<file path="src/rtl/bm_pkg.sv">
package bm_pkg;
  localparam logic [3:0] OP_SET_ADDR  = 4'd1;
  localparam logic [3:0] OP_SET_DATA  = 4'd2;
  localparam logic [3:0] OP_WR_ONE    = 4'd3;
  localparam logic [3:0] OP_CHK       = 4'd4;
  localparam logic [3:0] OP_RD_ONE    = 4'd5;
  localparam logic [3:0] OP_SET_BEATS = 4'd6;
  localparam logic [3:0] OP_STALL_AT  = 4'd7;
  localparam logic [3:0] OP_STALL_LEN = 4'd8;
  localparam logic [3:0] OP_WR_BURST  = 4'd9;
  localparam logic [3:0] OP_RD_BURST  = 4'd10;

  typedef enum logic [1:0] {S_IDLE, S_WAIT, S_BEAT} bm_state_e;
endpackage

</file>
<file path="src/rtl/bm_cfg.sv">
module bm_cfg #(
  parameter int AW = 16,
  parameter int DW = 32,
  parameter int BW = 8
) (
  input  logic          clk_i,
  input  logic          rst_ni,
  input  logic          we_i,
  input  logic [3:0]    op_i,
  input  logic [DW-1:0] arg_i,
  output logic [AW-1:0] addr_o,
  output logic [DW-1:0] data_o,
  output logic [BW-1:0] beats_o,
  output logic [BW-1:0] stall_at_o,
  output logic [BW-1:0] stall_len_o,
  output logic          chk_o
);
  import bm_pkg::*;

  always_ff @(posedge clk_i or negedge rst_ni) begin
    if (!rst_ni) begin
      addr_o      <= '0;
      data_o      <= '0;
      beats_o     <= BW'(1);
      stall_at_o  <= '0;
      stall_len_o <= '0;
      chk_o       <= 1'b0;
    end else if (we_i) begin
      case (op_i)
        OP_SET_ADDR:  addr_o      <= arg_i[AW-1:0];
        OP_SET_DATA:  data_o      <= arg_i;
        OP_SET_BEATS: beats_o     <= arg_i[BW-1:0];
        OP_STALL_AT:  stall_at_o  <= arg_i[BW-1:0];
        OP_STALL_LEN: stall_len_o <= arg_i[BW-1:0];
        OP_CHK:       chk_o       <= arg_i[0];
        default: ;
      endcase
    end
  end
endmodule

</file>
<file path="src/rtl/bm_seq.sv">
module bm_seq #(
  parameter int AW = 16,
  parameter int DW = 32,
  parameter int BW = 8
) (
  input  logic          clk_i,
  input  logic          rst_ni,
  input  logic          start_i,
  input  logic          start_rd_i,
  input  logic          start_burst_i,
  input  logic [AW-1:0] base_addr_i,
  input  logic [DW-1:0] base_data_i,
  input  logic [BW-1:0] beats_i,
  input  logic [BW-1:0] stall_at_i,
  input  logic [BW-1:0] stall_len_i,
  input  logic          bus_ready_i,
  output logic [AW-1:0] bus_addr_o,
  output logic [DW-1:0] bus_wdata_o,
  output logic          bus_rd_o,
  output logic          bus_wr_o,
  output logic          bus_last_o,
  output logic          fire_o,
  output logic          busy_o,
  output logic          done_o
);
  import bm_pkg::*;

  bm_state_e     state_q;
  logic [BW-1:0] beat_q, last_q, wcnt_q;
  logic          rd_q;
  logic          strobe;
  logic [BW:0]   next_pos;

  assign strobe      = (state_q == S_BEAT);
  assign bus_rd_o    = strobe & rd_q;
  assign bus_wr_o    = strobe & ~rd_q;
  assign bus_last_o  = strobe & (beat_q == last_q);
  assign bus_addr_o  = base_addr_i + AW'(beat_q);
  assign bus_wdata_o = base_data_i ^ DW'(beat_q);
  assign fire_o      = strobe & bus_ready_i;
  assign busy_o      = (state_q != S_IDLE);
  // 1-based position of the beat that follows the current one
  assign next_pos    = {1'b0, beat_q} + (BW+1)'(2);

  always_ff @(posedge clk_i or negedge rst_ni) begin
    if (!rst_ni) begin
      state_q <= S_IDLE;
      beat_q  <= '0;
      last_q  <= '0;
      wcnt_q  <= '0;
      rd_q    <= 1'b0;
      done_o  <= 1'b0;
    end else begin
      done_o <= 1'b0;
      case (state_q)
        S_IDLE: if (start_i) begin
          rd_q   <= start_rd_i;
          beat_q <= '0;
          last_q <= (start_burst_i && beats_i != '0) ? beats_i - BW'(1) : '0;
          if (stall_at_i == BW'(1) && stall_len_i != '0) begin
            state_q <= S_WAIT;
            wcnt_q  <= stall_len_i;
          end else begin
            state_q <= S_BEAT;
          end
        end
        S_WAIT: begin
          if (wcnt_q == BW'(1)) state_q <= S_BEAT;
          else                  wcnt_q  <= wcnt_q - BW'(1);
        end
        S_BEAT: if (bus_ready_i) begin
          if (beat_q == last_q) begin
            state_q <= S_IDLE;
            done_o  <= 1'b1;
          end else begin
            beat_q <= beat_q + BW'(1);
            if (next_pos == {1'b0, stall_at_i} && stall_len_i != '0) begin
              state_q <= S_WAIT;
              wcnt_q  <= stall_len_i;
            end
          end
        end
        default: state_q <= S_IDLE;
      endcase
    end
  end

  assert_hold_on_stall_R5: assert property (@(posedge clk_i) disable iff (!rst_ni)
    (strobe && !bus_ready_i) |=> (strobe && $stable(bus_addr_o) && $stable(bus_wdata_o) && $stable(bus_rd_o)));

  assert_done_pulse_R8: assert property (@(posedge clk_i) disable iff (!rst_ni)
    done_o |=> !done_o);
endmodule

</file>
<file path="src/rtl/bm_chk.sv">
module bm_chk #(
  parameter int AW = 16,
  parameter int DW = 32,
  parameter int EW = 4
) (
  input  logic          clk_i,
  input  logic          rst_ni,
  input  logic          start_i,
  input  logic          fire_i,
  input  logic          rd_i,
  input  logic          en_i,
  input  logic [AW-1:0] addr_i,
  input  logic [DW-1:0] rdata_i,
  input  logic [DW-1:0] exp_i,
  output logic          mis_valid_o,
  output logic [AW-1:0] mis_addr_o,
  output logic [DW-1:0] mis_got_o,
  output logic [DW-1:0] mis_exp_o,
  output logic [EW-1:0] err_o,
  output logic          pass_o
);
  localparam logic [EW-1:0] ERR_MAX = '1;

  logic mism;
  assign mism = fire_i & rd_i & en_i & (rdata_i != exp_i);

  always_ff @(posedge clk_i or negedge rst_ni) begin
    if (!rst_ni) begin
      mis_valid_o <= 1'b0;
      mis_addr_o  <= '0;
      mis_got_o   <= '0;
      mis_exp_o   <= '0;
      err_o       <= '0;
      pass_o      <= 1'b0;
    end else begin
      mis_valid_o <= mism;
      if (mism) begin
        mis_addr_o <= addr_i;
        mis_got_o  <= rdata_i;
        mis_exp_o  <= exp_i;
        if (err_o != ERR_MAX) err_o <= err_o + EW'(1);
      end
      if (start_i)   pass_o <= 1'b1;
      else if (mism) pass_o <= 1'b0;
    end
  end

  assert_mis_differs_R6: assert property (@(posedge clk_i) disable iff (!rst_ni)
    mis_valid_o |-> (mis_got_o != mis_exp_o));

  assert_err_hold_max_R10: assert property (@(posedge clk_i) disable iff (!rst_ni)
    (err_o == ERR_MAX) |=> (err_o == ERR_MAX));

  assert_err_monotone_R10: assert property (@(posedge clk_i) disable iff (!rst_ni)
    1'b1 |=> (err_o >= $past(err_o)));
endmodule

</file>
<file path="src/rtl/burst_master.sv">
module burst_master #(
  parameter int AW = 16,
  parameter int DW = 32,
  parameter int BW = 8,
  parameter int EW = 4
) (
  input  logic          clk_i,
  input  logic          rst_ni,
  input  logic          cmd_valid_i,
  output logic          cmd_ready_o,
  input  logic [3:0]    cmd_op_i,
  input  logic [DW-1:0] cmd_arg_i,
  output logic [AW-1:0] bus_addr_o,
  output logic [DW-1:0] bus_wdata_o,
  output logic          bus_rd_o,
  output logic          bus_wr_o,
  output logic          bus_last_o,
  input  logic          bus_ready_i,
  input  logic [DW-1:0] bus_rdata_i,
  output logic          done_o,
  output logic          pass_o,
  output logic          mis_valid_o,
  output logic [AW-1:0] mis_addr_o,
  output logic [DW-1:0] mis_got_o,
  output logic [DW-1:0] mis_exp_o,
  output logic [EW-1:0] err_count_o
);
  import bm_pkg::*;

  logic          accept, busy, fire, start, start_rd, start_burst;
  logic [AW-1:0] base_addr;
  logic [DW-1:0] base_data;
  logic [BW-1:0] beats, stall_at, stall_len;
  logic          chk_en;

  assign cmd_ready_o = ~busy;
  assign accept      = cmd_valid_i & cmd_ready_o;
  assign start_rd    = (cmd_op_i == OP_RD_ONE)   || (cmd_op_i == OP_RD_BURST);
  assign start_burst = (cmd_op_i == OP_WR_BURST) || (cmd_op_i == OP_RD_BURST);
  assign start       = accept & (start_rd || start_burst || cmd_op_i == OP_WR_ONE);

  bm_cfg #(.AW(AW), .DW(DW), .BW(BW)) u_cfg (
    .clk_i, .rst_ni,
    .we_i(accept), .op_i(cmd_op_i), .arg_i(cmd_arg_i),
    .addr_o(base_addr), .data_o(base_data), .beats_o(beats),
    .stall_at_o(stall_at), .stall_len_o(stall_len), .chk_o(chk_en)
  );

  bm_seq #(.AW(AW), .DW(DW), .BW(BW)) u_seq (
    .clk_i, .rst_ni,
    .start_i(start), .start_rd_i(start_rd), .start_burst_i(start_burst),
    .base_addr_i(base_addr), .base_data_i(base_data), .beats_i(beats),
    .stall_at_i(stall_at), .stall_len_i(stall_len),
    .bus_ready_i,
    .bus_addr_o, .bus_wdata_o, .bus_rd_o, .bus_wr_o, .bus_last_o,
    .fire_o(fire), .busy_o(busy), .done_o
  );

  // expected read word equals the pattern driven on the write data lines
  bm_chk #(.AW(AW), .DW(DW), .EW(EW)) u_chk (
    .clk_i, .rst_ni,
    .start_i(start), .fire_i(fire), .rd_i(bus_rd_o), .en_i(chk_en),
    .addr_i(bus_addr_o), .rdata_i(bus_rdata_i), .exp_i(bus_wdata_o),
    .mis_valid_o, .mis_addr_o, .mis_got_o, .mis_exp_o,
    .err_o(err_count_o), .pass_o
  );

  assert_busy_blocks_cmd_R9: assert property (@(posedge clk_i) disable iff (!rst_ni)
    (bus_rd_o || bus_wr_o) |-> !cmd_ready_o);

  assert_last_in_beat_R3: assert property (@(posedge clk_i) disable iff (!rst_ni)
    bus_last_o |-> (bus_rd_o || bus_wr_o));

  assert_idle_no_strobe_R1: assert property (@(posedge clk_i) disable iff (!rst_ni)
    cmd_ready_o |-> !(bus_rd_o || bus_wr_o));
endmodule

</file>
<file path="config.mk">
export PLATFORM = sky130hd
export DESIGN_NAME = burst_master
export DESIGN_NICKNAME = d
export VERILOG_FILES = /design/src/rtl/bm_pkg.sv /design/src/rtl/bm_cfg.sv /design/src/rtl/bm_seq.sv /design/src/rtl/bm_chk.sv /design/src/rtl/burst_master.sv
export SDC_FILE = /design/constraint.sdc
export NUM_CORES = 1
export LEC_CHECK = 0
export BUFFER_PORTS_ARGS = -buffer_cell sky130_fd_sc_hd__buf_2
export CAP_MARGIN = 40
export CORE_ASPECT_RATIO = 1.5
export CORE_MARGIN = 8
export CORE_UTILIZATION = 49
export DETAILED_ROUTE_END_ITERATION = 6
export GPL_ROUTABILITY_DRIVEN = 1
export GPL_TIMING_DRIVEN = 0
export PLACE_DENSITY = 0.78
export SLEW_MARGIN = 25
export SYNTH_ARGS = -nofsm -noshare
export SYNTH_HDL_FRONTEND = slang
export SYNTH_SLANG_ARGS = --single-unit
</file>
<file path="constraint.sdc">
create_clock -name clk_i -period 2.53 [get_ports clk_i]
set_clock_uncertainty 0.1 [all_clocks]
set_input_delay 0.506 -clock clk_i [delete_from_list [all_inputs] [get_ports clk_i]]
set_output_delay 0.506 -clock clk_i [all_outputs]
set_load 0.02 [all_outputs]
</file>
==> results.txt, run 1 <==
The area of the placeable core is 0.0185 mm2. The share of async-settable or async-resettable flops after synthesis came out at 1.00. STA puts the critical path data required time at 1920 ps. Summed over all nets, the half-perimeter wirelength after detailed placement is 19900 um. In this run, the number of DRC markers left after iteration 0 of detailed routing was 399.

The total length of routed wires is 26800 um, and the met2 demand-to-capacity share in global routing is 0.418. Among cell families on the critical path, the largest total delay comes from adder cells. The logs give 0.497 for the initial standard-cell utilization of the core and 0.0613 for the met3 routing resource usage after global routing.

The tools report the terminus of the critical flop-to-flop path as u_seq.wcnt_q[0]. The run gives 0.0119 mm2 as the final cell area excluding filler cells. Each instance of the synthesized netlist takes up on average 12.1 um2. The total number of clock tree sinks came out at 187. After clock tree synthesis, the clock-pin slew on the worst setup and hold paths is 80 ps.

The logs give 0.744 mV for the peak supply drop and 5.89 nW for the static leakage power. The yosys synthesis warning count is 0. Most used routing layer: met2. The final setup violation count is 16, and the number of cells on the worst reg-to-reg path is 9. The tools report the endpoint of the worst hold path as u_cfg.data_o[29]. For the standard-cell row count, the log shows 61. For the via count of the first global-routing pass, the log shows 7627. Together, buffers and inverters on the worst path number 4.

The critical path capture point type was an output port. The share of post-route cells with drive strength above 1 came out at 0.507. Counting instances, the worst hold path has a depth of 2. The most numerous cell type found on the critical path is buf_6. Post-layout net count: 1099.

Walking the worst path, the cells encountered are ha_2 > inv_2 > fa_2 > nor2b_2 > o21ai_2 > a21oi_2 > buf_6 > buf_6 > o21ai_4 > xnor2_2 > buf_4. The register bit total from synthesis came out at 187. For the total count of max-transition violations in the final report, the log shows 0. The H-tree generated during clock tree synthesis spans 4 levels. Synthesis produced 757 cells.

The clock latency reported for the late side of the worst-skew pair was 440 ps. The minimum setup slack among reg-to-reg paths is -10 ps, and the number of optimization iterations in the first detailed-route pass is 4. Number of synthesized flops with an enable pin: 0. Routability-driven placement finished with a final weighted congestion of 0.891. Along the worst path, the maximum fanout reaches 5. The signal arrival time at the worst endpoint is 2530 ps. The run gives 0.238 as the met1 capacity usage during global routing.

For this run, design rule violations remaining after detail routing come to 0. The run gives 0.510 as the post-synthesis sequential area ratio. The final critical delay including setup and external delays is 3140 ps.

The number of hold violations in the final report came out at 0. For the worst hold slack, the log shows 199 ps. The launch instance of the worst register-to-register path was u_seq.beat_q[1].

The final reports fail on setup timing. The die covers 0.0235 mm2. Setup slack after layout: -610 ps. For the initial antenna violation count, the log shows 2.

For the synthesized net count, the log shows 845. The number of different library cells used by synthesis comes to 60. The tightest min-delay check is of the in -> reg type. The category of the most critical setup path is reg -> out. For this run, the top clock speed supported by timing is 0.318 GHz. The final period utilization is 1.24, and the transition time of the tightest slew-check pin is 846 ps. The synthesis-to-layout area growth is 29.6%. The detail route stage leaves a number of antenna-violating nets equal to 0.

Overall die width: 128 um. The final route contains 6951 vias. The top flip-flop cell by instance count after synthesis is dfrtp_1. Measured along the y axis, the die boundary spans 184 um. The overall routing resource usage was 0.230.

On the worst path, the slowest cell contributes a delay of 370 ps. For the pre-CTS setup slack, the log shows -326 ps. The cell type of the slowest stage on the worst timing path was dfrtp_1. Entering global routing, the biggest net connects 76 pins. Setup repair after global routing could not meet its margin everywhere.

The TritonCTS buffer count was 17; the sum of overflow across all layers after global routing was 0. The total cell area at the placement stage was 0.0106 mm2. The clock passes through at most 2 buffers. The run finished, with violations left. Cell at the root of the clock tree: clkbuf_16. Max capacitance violation total: 0.

Wire length of the first global-routing pass: 41400 um. The total power density per cell area is 1290 mW/mm2. The via count normalized by instance count was 5.44.

After synthesis the cells add up to 0.00919 mm2. The logs give 211 for the I/O pin total and 0.434 for the relative max-transition margin. Routed length per placed instance: 21.0 um. In this run the most critical hold path is launched from cmd_arg_i[29]. Critical path startpoint category: a flop. TritonCTS built the clock tree. During placement, the flow inserted port buffers numbering 206.
[Yosys cell counts (all sizes together) (6+ instances only)]
cell	instances	area, um2
o21ai	31	155
dfrtp	186	4650
nor2	40	150
nand4	9	56.3
xor2	26	228
nand2	36	135
nor3	6	35.0
buf	51	328
xnor3	7	158
inv	20	75.1
a31oi	9	56.3
ha	15	188
xnor2	48	420
mux2	143	1610
nor4	13	96.3
a21oi	18	93.8
or3	7	48.8
nand3	17	85.1
nand2b	6	37.5
[kinds of logic after synthesis]
| logic type | after synthesis | share of synthesized area |
|---|---|---|
| DFF | 187 | 0.510 |
| buffers and inverters | 75 | 0.0455 |
| xor gates and xnor gates | 81 | 0.0877 |
| muxes | 144 | 0.176 |
| AOI/OAI and AO/OA | 95 | 0.0674 |
| and+or+nand+nor | 159 | 0.0908 |
| adders and majority gates | 16 | 0.0226 |
[per-stage QoR]
step / cells / power, W / TNS [ps] / util
final: 1278 / 0.0154 / -6720 / 0.645
after global routing: 1278 / 0.0162 / -8770 / 0.645
after CTS: 1268 / 0.0150 / -5640 / 0.629
after detailed placement: 1217 / 0.0118 / -15760 / 0.576
after global placement: 1215 / 0.0116 / -416130 / 0.573
after floorplan: 757 / 0.00948 / -4.28 / -
[how the worst max path moves through the flow]
stage                     cells past startpoint         endpoint            start
after global routing                         11    bus_addr_o[8]  u_cfg.addr_o[0]
after detailed placement                      9   bus_addr_o[12]  u_seq.beat_q[1]
final                                        11    bus_addr_o[8]  u_cfg.addr_o[0]
after global placement                        1  u_seq.wcnt_q[2]           rst_ni
after CTS                                     8   bus_addr_o[13]  u_seq.beat_q[1]
after floorplan                               7   bus_addr_o[15]  u_seq.beat_q[1]
[cell type report]
type | instances | area (um2)
diodes | 2 | 5.00
flip-flops and latches | 187 | 4680
plain buffers | 49 | 375
clock buffers | 21 | 460
clock inverters | 11 | 119
well taps | 252 | 315
inverters | 20 | 77.6
multi-input cells | 495 | 4420
fillers | 1455 | 6560
repair buffers | 241 | 1450
[what timing repair did]
item | 4_1_cts | 5_1_grt
hold buffers | 1 | 0
gates cloned | 0 | 1
pin swaps | 27 | 25
hold endpoints to repair | 43 | 0
buffers inserted | 20 | 11
resized for setup | 71 | 48
setup endpoints to repair | 131 | 133
[routing by layer]
layer | up-vias | part of all wire
li1 | 3171 | -
met1 | 3455 | 0.36
met2 | 260 | 0.54
met3 | 65 | 0.064
met4 | 0 | 0.038
met5 | - | 0
[registers in the layout, summed over array words and instances, names as in the netlist]
name,count
u_seq.wcnt_q,8
u_chk.err_o,4
u_seq.state_q,2
u_seq.beat_q,8
u_chk.mis_addr_o,16
u_cfg.chk_o,1
u_seq.last_q,8
u_chk.pass_o,1
u_cfg.stall_len_o,8
u_chk.mis_exp_o,32
u_chk.mis_got_o,32
u_cfg.stall_at_o,8
u_cfg.data_o,32
u_cfg.addr_o,16
u_chk.mis_valid_o,1
u_cfg.beats_o,8
u_seq.rd_q,1
u_seq.done_o,1
[cell usage in the layout, fill, tap and decap left out, drive strengths merged, types with 2 or more instances in the layout]
cell,instances
diode,2
inv,21
ha,15
nor2b,5
o211ai,4
and4,2
and2,3
or4,3
o21ai,31
nor2,40
and3,5
xnor2,48
nor3b,2
clkbuf,28
buf,282
o31a,2
xor2,26
nor3,6
xnor3,7
bufinv,2
a21oi,18
dfrtp,186
o41ai,5
mux2,143
nand4,9
or3,7
nor4,13
a22oi,3
clkinv,7
nand2b,6
a2bb2oi,3
o2111ai,3
a31oi,9
nand3,17
o21bai,2
a21o,4
o31ai,3
nand2,36
[report_power, final]
part,internal (W),switching [W],total [W]
Sequential,0.00418,0.000980,0.00516
Combinational,0.00344,0.00413,0.00757
Clock,0.00151,0.00117,0.00268
No activity file was read; power rests on OpenSTA's default activity.
==> inputs of run 2 (changes only) <==
--- a/config.mk
+++ b/config.mk
@@ -9,12 +9,12 @@
 export CAP_MARGIN = 40
 export CORE_ASPECT_RATIO = 1.5
 export CORE_MARGIN = 8
-export CORE_UTILIZATION = 49
+export CORE_UTILIZATION = 50
 export DETAILED_ROUTE_END_ITERATION = 6
 export GPL_ROUTABILITY_DRIVEN = 1
-export GPL_TIMING_DRIVEN = 0
-export PLACE_DENSITY = 0.78
+export PLACE_DENSITY = 0.79
 export SLEW_MARGIN = 25
 export SYNTH_ARGS = -nofsm -noshare
 export SYNTH_HDL_FRONTEND = slang
+export SYNTH_HIERARCHICAL = 1
 export SYNTH_SLANG_ARGS = --single-unit
==> run 2 against run 1 <==
Against the previous run: the run still ends with setup timing left; register-to-register slack worse by 60 ps; via count increased by 0.20%; sequential share of layout area shrank 1.7 points; combinational power fell by 11%; cell area increased by 4.6%; total power fell by 8.8%; clock-buffer cell count up 4; synthesized cell count down 0.26%; final cell count increased by 0.63%.
==> results.txt, run 2 <==
For the total via count after detailed routing, the log shows 6965 (was 6951). The most common cell type on the critical path was buf_4 (was buf_6). The cell at the root of the clock tree is clkbuf_16 (unchanged). The number of synthesized flops with an enable pin was 0 (unchanged). The transition time of the tightest slew-check pin works out to 756 ps (was 846 ps). Worst stage delay on the critical path: 350 ps (was 370 ps). The area of the mapped netlist is 0.00953 mm2 (was 0.00919 mm2). The signal arrival time at the worst endpoint came out at 2630 ps (was 2530 ps). The share of post-route cells with drive strength above 1 was 0.531 (was 0.507). The via count normalized by instance count is 5.42 (was 5.44). Largest cells by area after synthesis: dfrtp_1 (49%), mux2_2 (12%), mux2_4 (8.3%) (was dfrtp_1 (51%), mux2_2 (18%), xnor2_1 (4.6%)). The die boundary height is 185 um (was 184 um), and the number of nets with antenna violations after routing is 0 (unchanged). The I/O pin total was 211 (unchanged).

The via count of the first global-routing pass was 7174 (was 7627). The synthesized area per cell came out at 12.6 um2 (was 12.1 um2). Most used cells in the layout excluding fill and tap cells: buf_2 (196), dfrtp_1 (186), mux2_2 (101) (was buf_2 (197), dfrtp_1 (185), mux2_2 (141)). The post-layout utilization of the core is 0.658 (was 0.645). The number of fill cells in the layout is 1383 (was 1455). The synthesized instance count is 755 (was 757).

The total count of max-transition violations in the final report was 0 (unchanged); the synthesis-to-layout area growth was 30.7% (was 29.6%). The fraction of synthesized cell area taken by the top area cell type works out to 0.488 (was 0.507). The synthesized net count came out at 843 (was 845). Relative max-transition margin: 0.492 (was 0.434). The maximum clock frequency was 0.309 GHz (was 0.318 GHz); the antenna cell count was 0 (was 2). The tools report the total length of routed wires as 26000 um (was 26800 um). The top flip-flop cell by instance count after synthesis was dfrtp_1 (unchanged).

CP Cell Sequence: ha_2 > inv_2 > fa_2 > nor2b_1 > o21a_1 > o21ai_2 > a2111oi_4 > buf_4 > nand3_2 > xnor2_2 > buf_4 (was ha_2 > inv_2 > fa_2 > nor2b_2 > o21ai_2 > a21oi_2 > buf_6 > buf_6 > o21ai_4 > xnor2_2 > buf_4). The initial antenna violation count was 0 (was 2); the register bit total from synthesis was 187 (unchanged). The count of distinct cell types in the synthesized netlist was 73 (was 60); the post-synthesis sequential area ratio was 0.491 (was 0.510). Most common library cell in the layout ignoring fill and taps: buf_2 (unchanged). The overall routing resource usage came out at 0.211 (was 0.230).

The maximum fanout along the worst path came out at 4 (was 5). TritonCTS built the clock tree. The critical path startpoint category was a flop (unchanged). The overall die width works out to 129 um (was 128 um). Largest regs: u_cfg/data_o (32), u_chk/mis_exp_o (32), u_chk/mis_got_o (32) (was u_cfg.data_o (32), u_chk.mis_exp_o (32), u_chk.mis_got_o (32)).

For the critical path data required time, the log shows 1920 ps (about the same). Total power density per cell area: 1130 mW/mm2 (was 1290 mW/mm2). The cell type of the slowest stage on the worst timing path was dfrtp_1 (unchanged). Yosys synthesis warning count: 6 (was 0). For the clock latency reported for the late side of the worst-skew pair, the log shows 430 ps (was 440 ps). The category of the most critical setup path was reg -> out (unchanged). The run gives 0 (unchanged) as the sum of overflow across all layers after global routing.

The static leakage power is 6.34 nW (was 5.89 nW), and the number of buffers between clock root and the deepest sink is 2 (unchanged). The routed length per placed instance came out at 20.3 um (was 21.0 um). The number of hold violations in the final report is 0 (unchanged), and the setup slack after layout is -701 ps (was -610 ps). The run gives 0 (unchanged) as the post-route DRC violation count. The tools report the number of DRC violations after detailed-routing iteration 0 as 357 (was 399). The type of the most critical hold path is in -> reg (unchanged). The logs give 38700 um (was 41400 um) for the wire length of the first global-routing pass and 1106 (was 1099) for the post-layout net count. The initial standard-cell utilization of the core was 0.504 (was 0.497). The most repeated cell in the gate-level netlist after synthesis is dfrtp_1 (unchanged). The tools report the half-perimeter wire length after detailed placement as 19000 um (was 19900 um). Most numerous cell types in the synthesized netlist: dfrtp_1 (186), mux2_2 (101), xnor2_1 (64), mux2_4 (53), nand2_1 (35) (was dfrtp_1 (186), mux2_2 (143), xnor2_1 (48), nor2_1 (40), nand2_1 (36)).

The total die area came out at 0.0238 mm2 (was 0.0235 mm2). Weighted congestion at the end of routability-driven global placement: 0.851 (was 0.891). The final instance count without filler cells is 1286 (was 1278). The standard-cell row count was 62 (was 61).

For the TritonCTS buffer count, the log shows 17 (unchanged). The run finished, with violations left. The number of buffers added on ports works out to 210 (was 206). The peak supply drop is 0.611 mV (was 0.744 mV). The logs give 61 (was 16) for the final setup violation count and -388 ps (was -326 ps) for the pre-CTS setup slack.

The largest net degree at the start of global routing is 57 (was 76). The total number of clock tree sinks is 187 (unchanged), and the clock-pin slew reported for the worst setup and hold paths after clock tree synthesis is 60 ps (was 80 ps). Critical path capture point type: an output port (unchanged). For the H-tree level count, the log shows 4 (unchanged). The cell count after placement was 1230 (was 1217); the final critical delay including setup and external delays was 3230 ps (was 3140 ps). Violations in the final reports: setup timing (unchanged). Cell type with the highest aggregate area in the netlist: dfrtp_1 (unchanged). Setup repair after global routing could not meet its margin everywhere. The area of the placeable core was 0.0189 mm2 (was 0.0185 mm2); the number of optimization iterations in the first detailed-route pass was 4 (unchanged). The max capacitance violation total came out at 0 (unchanged). Final period utilization: 1.28 (was 1.24). The share of async-settable or async-resettable flops after synthesis works out to 1.00 (unchanged).
==> run 2: cell types whose count changed after synthesis, sizes merged, moves of 6 or more <==
cell,previous run,this run
a31oi,9,2
o21ai,31,17
nor4,13,7
xnor3,7,0
nor2,40,22
xor2,26,15
xnor2,48,64
nand3b,1,9
mux2,143,155
==> run 2: report_power, final <==
group	switching (W)	internal [W]
registers	0.000852	0.00388
clock network	0.00108	0.00153
logic	0.00353	0.00319
==> run 2: what timing repair did <==
action | CTS | global route
hold buffers | 1 | 0
setup buffers | 9 | 11
cloned | 0 | 9
setup endpoints to repair | 98 | 108
gates resized for setup | 39 | 43
pin swaps | 15 | 20
hold endpoints to repair | 48 | 0
==> run 2: layer usage <==
layer  part of all wire  global-route usage  up-vias
met1               0.37               0.229     3477
li1                   -                   -     3178
met4              0.037               0.108        0
met5                  0                   0        -
met2               0.54               0.383      247
met3              0.054              0.0378       63
==> run 2: logic make-up after synthesis <==
logic type	share of synthesized area
compound gates	0.0576
xor+xnor	0.0726
fa+ha+maj	0.0218
buf+inv	0.0501
flops	0.491
mux	0.208
simple gates	0.0986
==> run 2: critical path, delay by kind of cell (launching register included) <==
kind	cells	cell delay (ps)
AO/OA/AOI/OAI	3	550
XOR/XNOR	1	160
adder cells (fa/ha/maj)	2	510
buffers and inverters	3	410
flip-flops	1	350
AND/OR/NAND/NOR	2	210
==> run 2: metrics by stage <==
stage | hold slack (ps) | total power [W] | TNS, ps | area (um2)
final | 212 | 0.0141 | -6950 | 12500
after global routing | 196 | 0.0148 | -12930 | 12500
after CTS | 191 | 0.0137 | -6530 | 12000
after detailed placement | 369 | 0.0107 | -7320 | 11100
after global placement | 366 | 0.0105 | -5770 | 11100
after floorplan | 110 | 0.00867 | -669 | 9610
==> run 2: path summary, 6_finish.rpt <==
| path | from | end | slack (ps) | cells past startpoint |
|---|---|---|---|---|
| max | u_seq/beat_q[0] | bus_addr_o[14] | -700 | 11 |
| min | cmd_arg_i[18] | u_cfg/data_o[18] | 210 | 2 |
| max reg2reg | u_seq/beat_q[1] | u_seq/wcnt_q[0] | -70 | 9 |
| min reg2reg | u_chk/mis_addr_o[0] | u_chk/mis_addr_o[0] | 380 | 1 |
| max in group asynchronous | rst_ni | u_chk/mis_addr_o[8] | 1130 | 3 |
| min in group asynchronous | rst_ni | u_chk/mis_exp_o[22] | 510 | 2 |
==> run 2: final cells by class <==
class                   count  area [um2]  area share
clock buffers              25         485      0.0390
clock inverters             6        87.6     0.00703
inverters                  24        90.1     0.00723
multi-input cells         492        4840       0.388
flip-flops and latches    187        4680       0.376
well taps                 256         320      0.0257
repair buffers            296        1960       0.157
==> inputs of run 3 (changes only) <==
--- a/config.mk
+++ b/config.mk
@@ -7,9 +7,11 @@
 export LEC_CHECK = 0
 export BUFFER_PORTS_ARGS = -buffer_cell sky130_fd_sc_hd__buf_2
 export CAP_MARGIN = 40
+export CELL_PAD_IN_SITES_DETAIL_PLACEMENT = 0
+export CELL_PAD_IN_SITES_GLOBAL_PLACEMENT = 1
 export CORE_ASPECT_RATIO = 1.5
 export CORE_MARGIN = 8
-export CORE_UTILIZATION = 50
+export CORE_UTILIZATION = 39
 export DETAILED_ROUTE_END_ITERATION = 6
 export GPL_ROUTABILITY_DRIVEN = 1
 export PLACE_DENSITY = 0.79
==> run 3 against run 2 <==
Against the previous run: the flow still finishes with violations (setup timing); sequential power about the same; sequential share of layout area down 0.093 points; non-clock buffer count unchanged; critical path depth unchanged; fmax about the same; clock-buffer cell count down 1; largest cell class unchanged; highest routed layer unchanged.
==> results.txt, run 3 (synthesized netlist as in run 2, its figures left out) <==
Cell type of the slowest stage on the worst timing path: dfrtp_1 (unchanged). The logs give 4 (unchanged) for the number of optimization iterations in the first detailed-route pass and 0.0242 mm2 (was 0.0189 mm2) for the area of the placeable core. The post-layout net count was 1106 (unchanged).

Most used cells in the layout excluding fill and tap cells: buf_2 (196), dfrtp_1 (184), mux2_2 (100) (was buf_2 (196), dfrtp_1 (186), mux2_2 (101)). The run gives 0 (unchanged) as the post-route DRC violation count. Violations in the final reports: setup timing (unchanged). The logs give 7223 (was 7174) for the via count of the first global-routing pass and 70 (was 62) for the standard-cell row count. The cell count of the worst hold path was 2 (unchanged); the static leakage power was 6.32 nW (was 6.34 nW).

The initial antenna violation count was 1 (was 0). The run gives 2 (unchanged) as the number of buffers between clock root and the deepest sink. The I/O pin total was 211 (unchanged). The run gives 0 (unchanged) as the sum of overflow across all layers after global routing. The number of buffers added on ports was 210 (unchanged); the sequential cell fraction of total power was 0.335 (was 0.337). The overall routing resource usage came out at 0.175 (was 0.211). The tools report the number of nets with antenna violations after routing as 0 (unchanged). The total via count after detailed routing was 6751 (was 6965). The number of DRC violations after detailed-routing iteration 0 was 339 (was 357); the clock latency reported for the late side of the worst-skew pair was 420 ps (was 430 ps).

The wire length of the first global-routing pass is 40200 um (was 38700 um), and the overall die width is 144 um (was 129 um). The run gives 0.0113 mm2 (was 0.0111 mm2) as the total cell area at the placement stage. Launch instance of the worst register-to-register path: u_seq/beat_q[0] (was u_seq/beat_q[1]). Via count normalized by instance count: 4.98 (was 5.42).

The logs give 2630 ps (about the same) for the signal arrival time at the worst endpoint and 2159 (was 1383) for the number of fill cells in the layout. The final setup violation count came out at 14 (was 61). For the H-tree level count, the log shows 4 (unchanged). The type of the most critical hold path is in -> reg (unchanged).

The tools report the critical path capture point type as an output port (unchanged). The switching fraction of total power works out to 0.389 (was 0.388). The routed length per placed instance is 19.4 um (was 20.3 um). The top cell family by delay on the critical path was compound AO/OA/AOI/OAI gates (unchanged).

Setup repair after global routing could not meet its margin everywhere. The number of cells on the worst reg-to-reg path was 12 (was 9); the share of post-route cells with drive strength above 1 was 0.530 (was 0.531). The weighted congestion at the end of routability-driven global placement is 0.830 (was 0.851), and the total count of max-transition violations in the final report is 0 (unchanged).

The tools report the relative max-transition margin as 0.642 (was 0.492). The run gives 17 (unchanged) as the TritonCTS buffer count. Number of buffer and inverter stages on the critical path: 3 (unchanged). The total number of clock tree sinks is 187 (unchanged). Transition time of the tightest slew-check pin: 532 ps (was 756 ps). The final critical delay including setup and external delays works out to 3230 ps (about the same). The tools report the maximum clock frequency as 0.309 GHz (about the same). Start point of the worst hold path: cmd_arg_i[29] (was cmd_arg_i[18]). The half-perimeter wire length after detailed placement was 19700 um (was 19000 um). The relative contribution of combinational cells to total power is 0.481 (was 0.478), and the total die area is 0.0298 mm2 (was 0.0238 mm2). The maximum fanout along the worst path was 4 (unchanged); the final cell area excluding filler cells was 0.0125 mm2 (about the same). CP Cell Sequence: ha_2 > inv_2 > fa_2 > nor2b_1 > o21a_1 > o21ai_2 > a2111oi_4 > buf_4 > nand3_2 > xnor2_2 > buf_4 (unchanged).

The critical path data required time came out at 1920 ps (about the same). The run gives 0 (unchanged) as the number of hold violations in the final report. The most common library cell in the layout ignoring fill and taps is buf_2 (unchanged).

The endpoint of the worst hold path was u_cfg/data_o[29] (was u_cfg/data_o[18]). The synthesis-to-layout area growth is 31.1% (was 30.7%). The die boundary height works out to 207 um (was 185 um).

Category of the most critical setup path: reg -> out (unchanged). For the cell count after placement, the log shows 1307 (was 1230). The terminus of the critical flop-to-flop path was u_chk/mis_addr_o[14] (was u_seq/wcnt_q[0]).

Most common cell type on the critical path: buf_4 (unchanged). Largest regs: u_cfg/data_o (32), u_chk/mis_exp_o (32), u_chk/mis_got_o (32) (unchanged). For the power dissipated by switching net loads, the log shows 0.00546 W (about the same). The tools report the critical path startpoint category as a flop (unchanged). The run gives -90 ps (was -70 ps) as the minimum setup slack among reg-to-reg paths. Largest net degree at the start of global routing: 65 (was 57). The worst stage delay on the critical path is 360 ps (was 350 ps). The overall power consumption was 0.0140 W (was 0.0141 W). The total length of routed wires was 26300 um (was 26000 um).

Clock network fraction of total power: 0.184 (was 0.185). The clock-pin slew reported for the worst setup and hold paths after clock tree synthesis is 70 ps (was 60 ps). The run finished, with violations left. The final instance count without filler cells is 1356 (was 1286).

The design internal power is 0.00859 W (was 0.00860 W), and the final period utilization is 1.28 (about the same). The max capacitance violation total came out at 0 (unchanged). Post-layout utilization of the core: 0.517 (was 0.658). The initial standard-cell utilization of the core was 0.394 (was 0.504). The setup slack after layout is -701 ps (about the same). Cell at the root of the clock tree: clkbuf_16 (unchanged).

Total power density per cell area: 1120 mW/mm2 (was 1130 mW/mm2). The peak supply drop was 0.471 mV (was 0.611 mV). TritonCTS built the clock tree.
## run 3: through the flow
stage | TNS, ps | hold WS, ps | worst slack [ps]
3_5_place_dp | -9400 | 377 | -413
5_1_grt | -8500 | 185 | -853
3_3_place_gp | -9280 | 364 | -369
6_report | -6030 | 209 | -701
4_1_cts | -6260 | 181 | -708
2_1_floorplan | -669 | 110 | -210
## run 3: cell type report
class,instances,area (um2),share of cell area
Tap cell,324,405,0.0324
Multi-Input combinational cell,492,4810,0.385
Inverter,24,90.1,0.00721
Antenna cell,1,2.50,0.000200
Timing Repair Buffer,296,1940,0.155
Sequential cell,187,4680,0.375
Clock inverter,8,96.3,0.00771
Clock buffer,24,462,0.0370
## run 3: worst max-delay path by stage
stage / from / to / cells past startpoint
finish: u_seq/beat_q[0] / bus_addr_o[14] / 11
global route: u_cfg/addr_o[0] / bus_addr_o[14] / 11
CTS: u_seq/beat_q[0] / bus_addr_o[10] / 11
detailed placement: u_seq/beat_q[0] / bus_addr_o[12] / 10
global placement: u_cfg/addr_o[0] / bus_addr_o[12] / 10
floorplan: u_seq/beat_q[1] / bus_addr_o[12] / 9
## run 3: power groups by stage
stage | Combinational (W) | Sequential (W) | Clock [W]
final | 0.00676 | 0.00470 | 0.00259
after global routing | 0.00723 | 0.00485 | 0.00279
after CTS | 0.00655 | 0.00467 | 0.00267
after detailed placement | 0.00610 | 0.00470 | 0
after global placement | 0.00603 | 0.00467 | 0
after floorplan | 0.00391 | 0.00475 | 0
## run 3: worst reg2reg max path, cell delays in order, from the launching register on
cell and delay (ps):
dfrtp_1 360, ha_2 200, inv_2 40, fa_2 330, nor2b_1 130, o21a_1 170, o21ai_2 80, a2111oi_4 290
buf_4 190, nand3_2 90, xnor2_2 150, buf_4 130, mux2_4 250
## run 3: timing repair
item                                    4_1_cts  5_1_grt
hold buffers                                  1        0
endpoints found under the setup margin       99       79
endpoints found under the hold margin        40        0
setup buffers                                 9        2
resized for setup                            56       32
gates cloned                                  0        5
pin swaps                                    17       17
## run 3: layer usage
layer	vias up	wire, um	GRT usage
li1	3175	-	-
met4	0	894	0.0837
met1	3334	10000	0.196
met3	45	1320	0.0262
met5	-	0	0
met2	197	14100	0.315
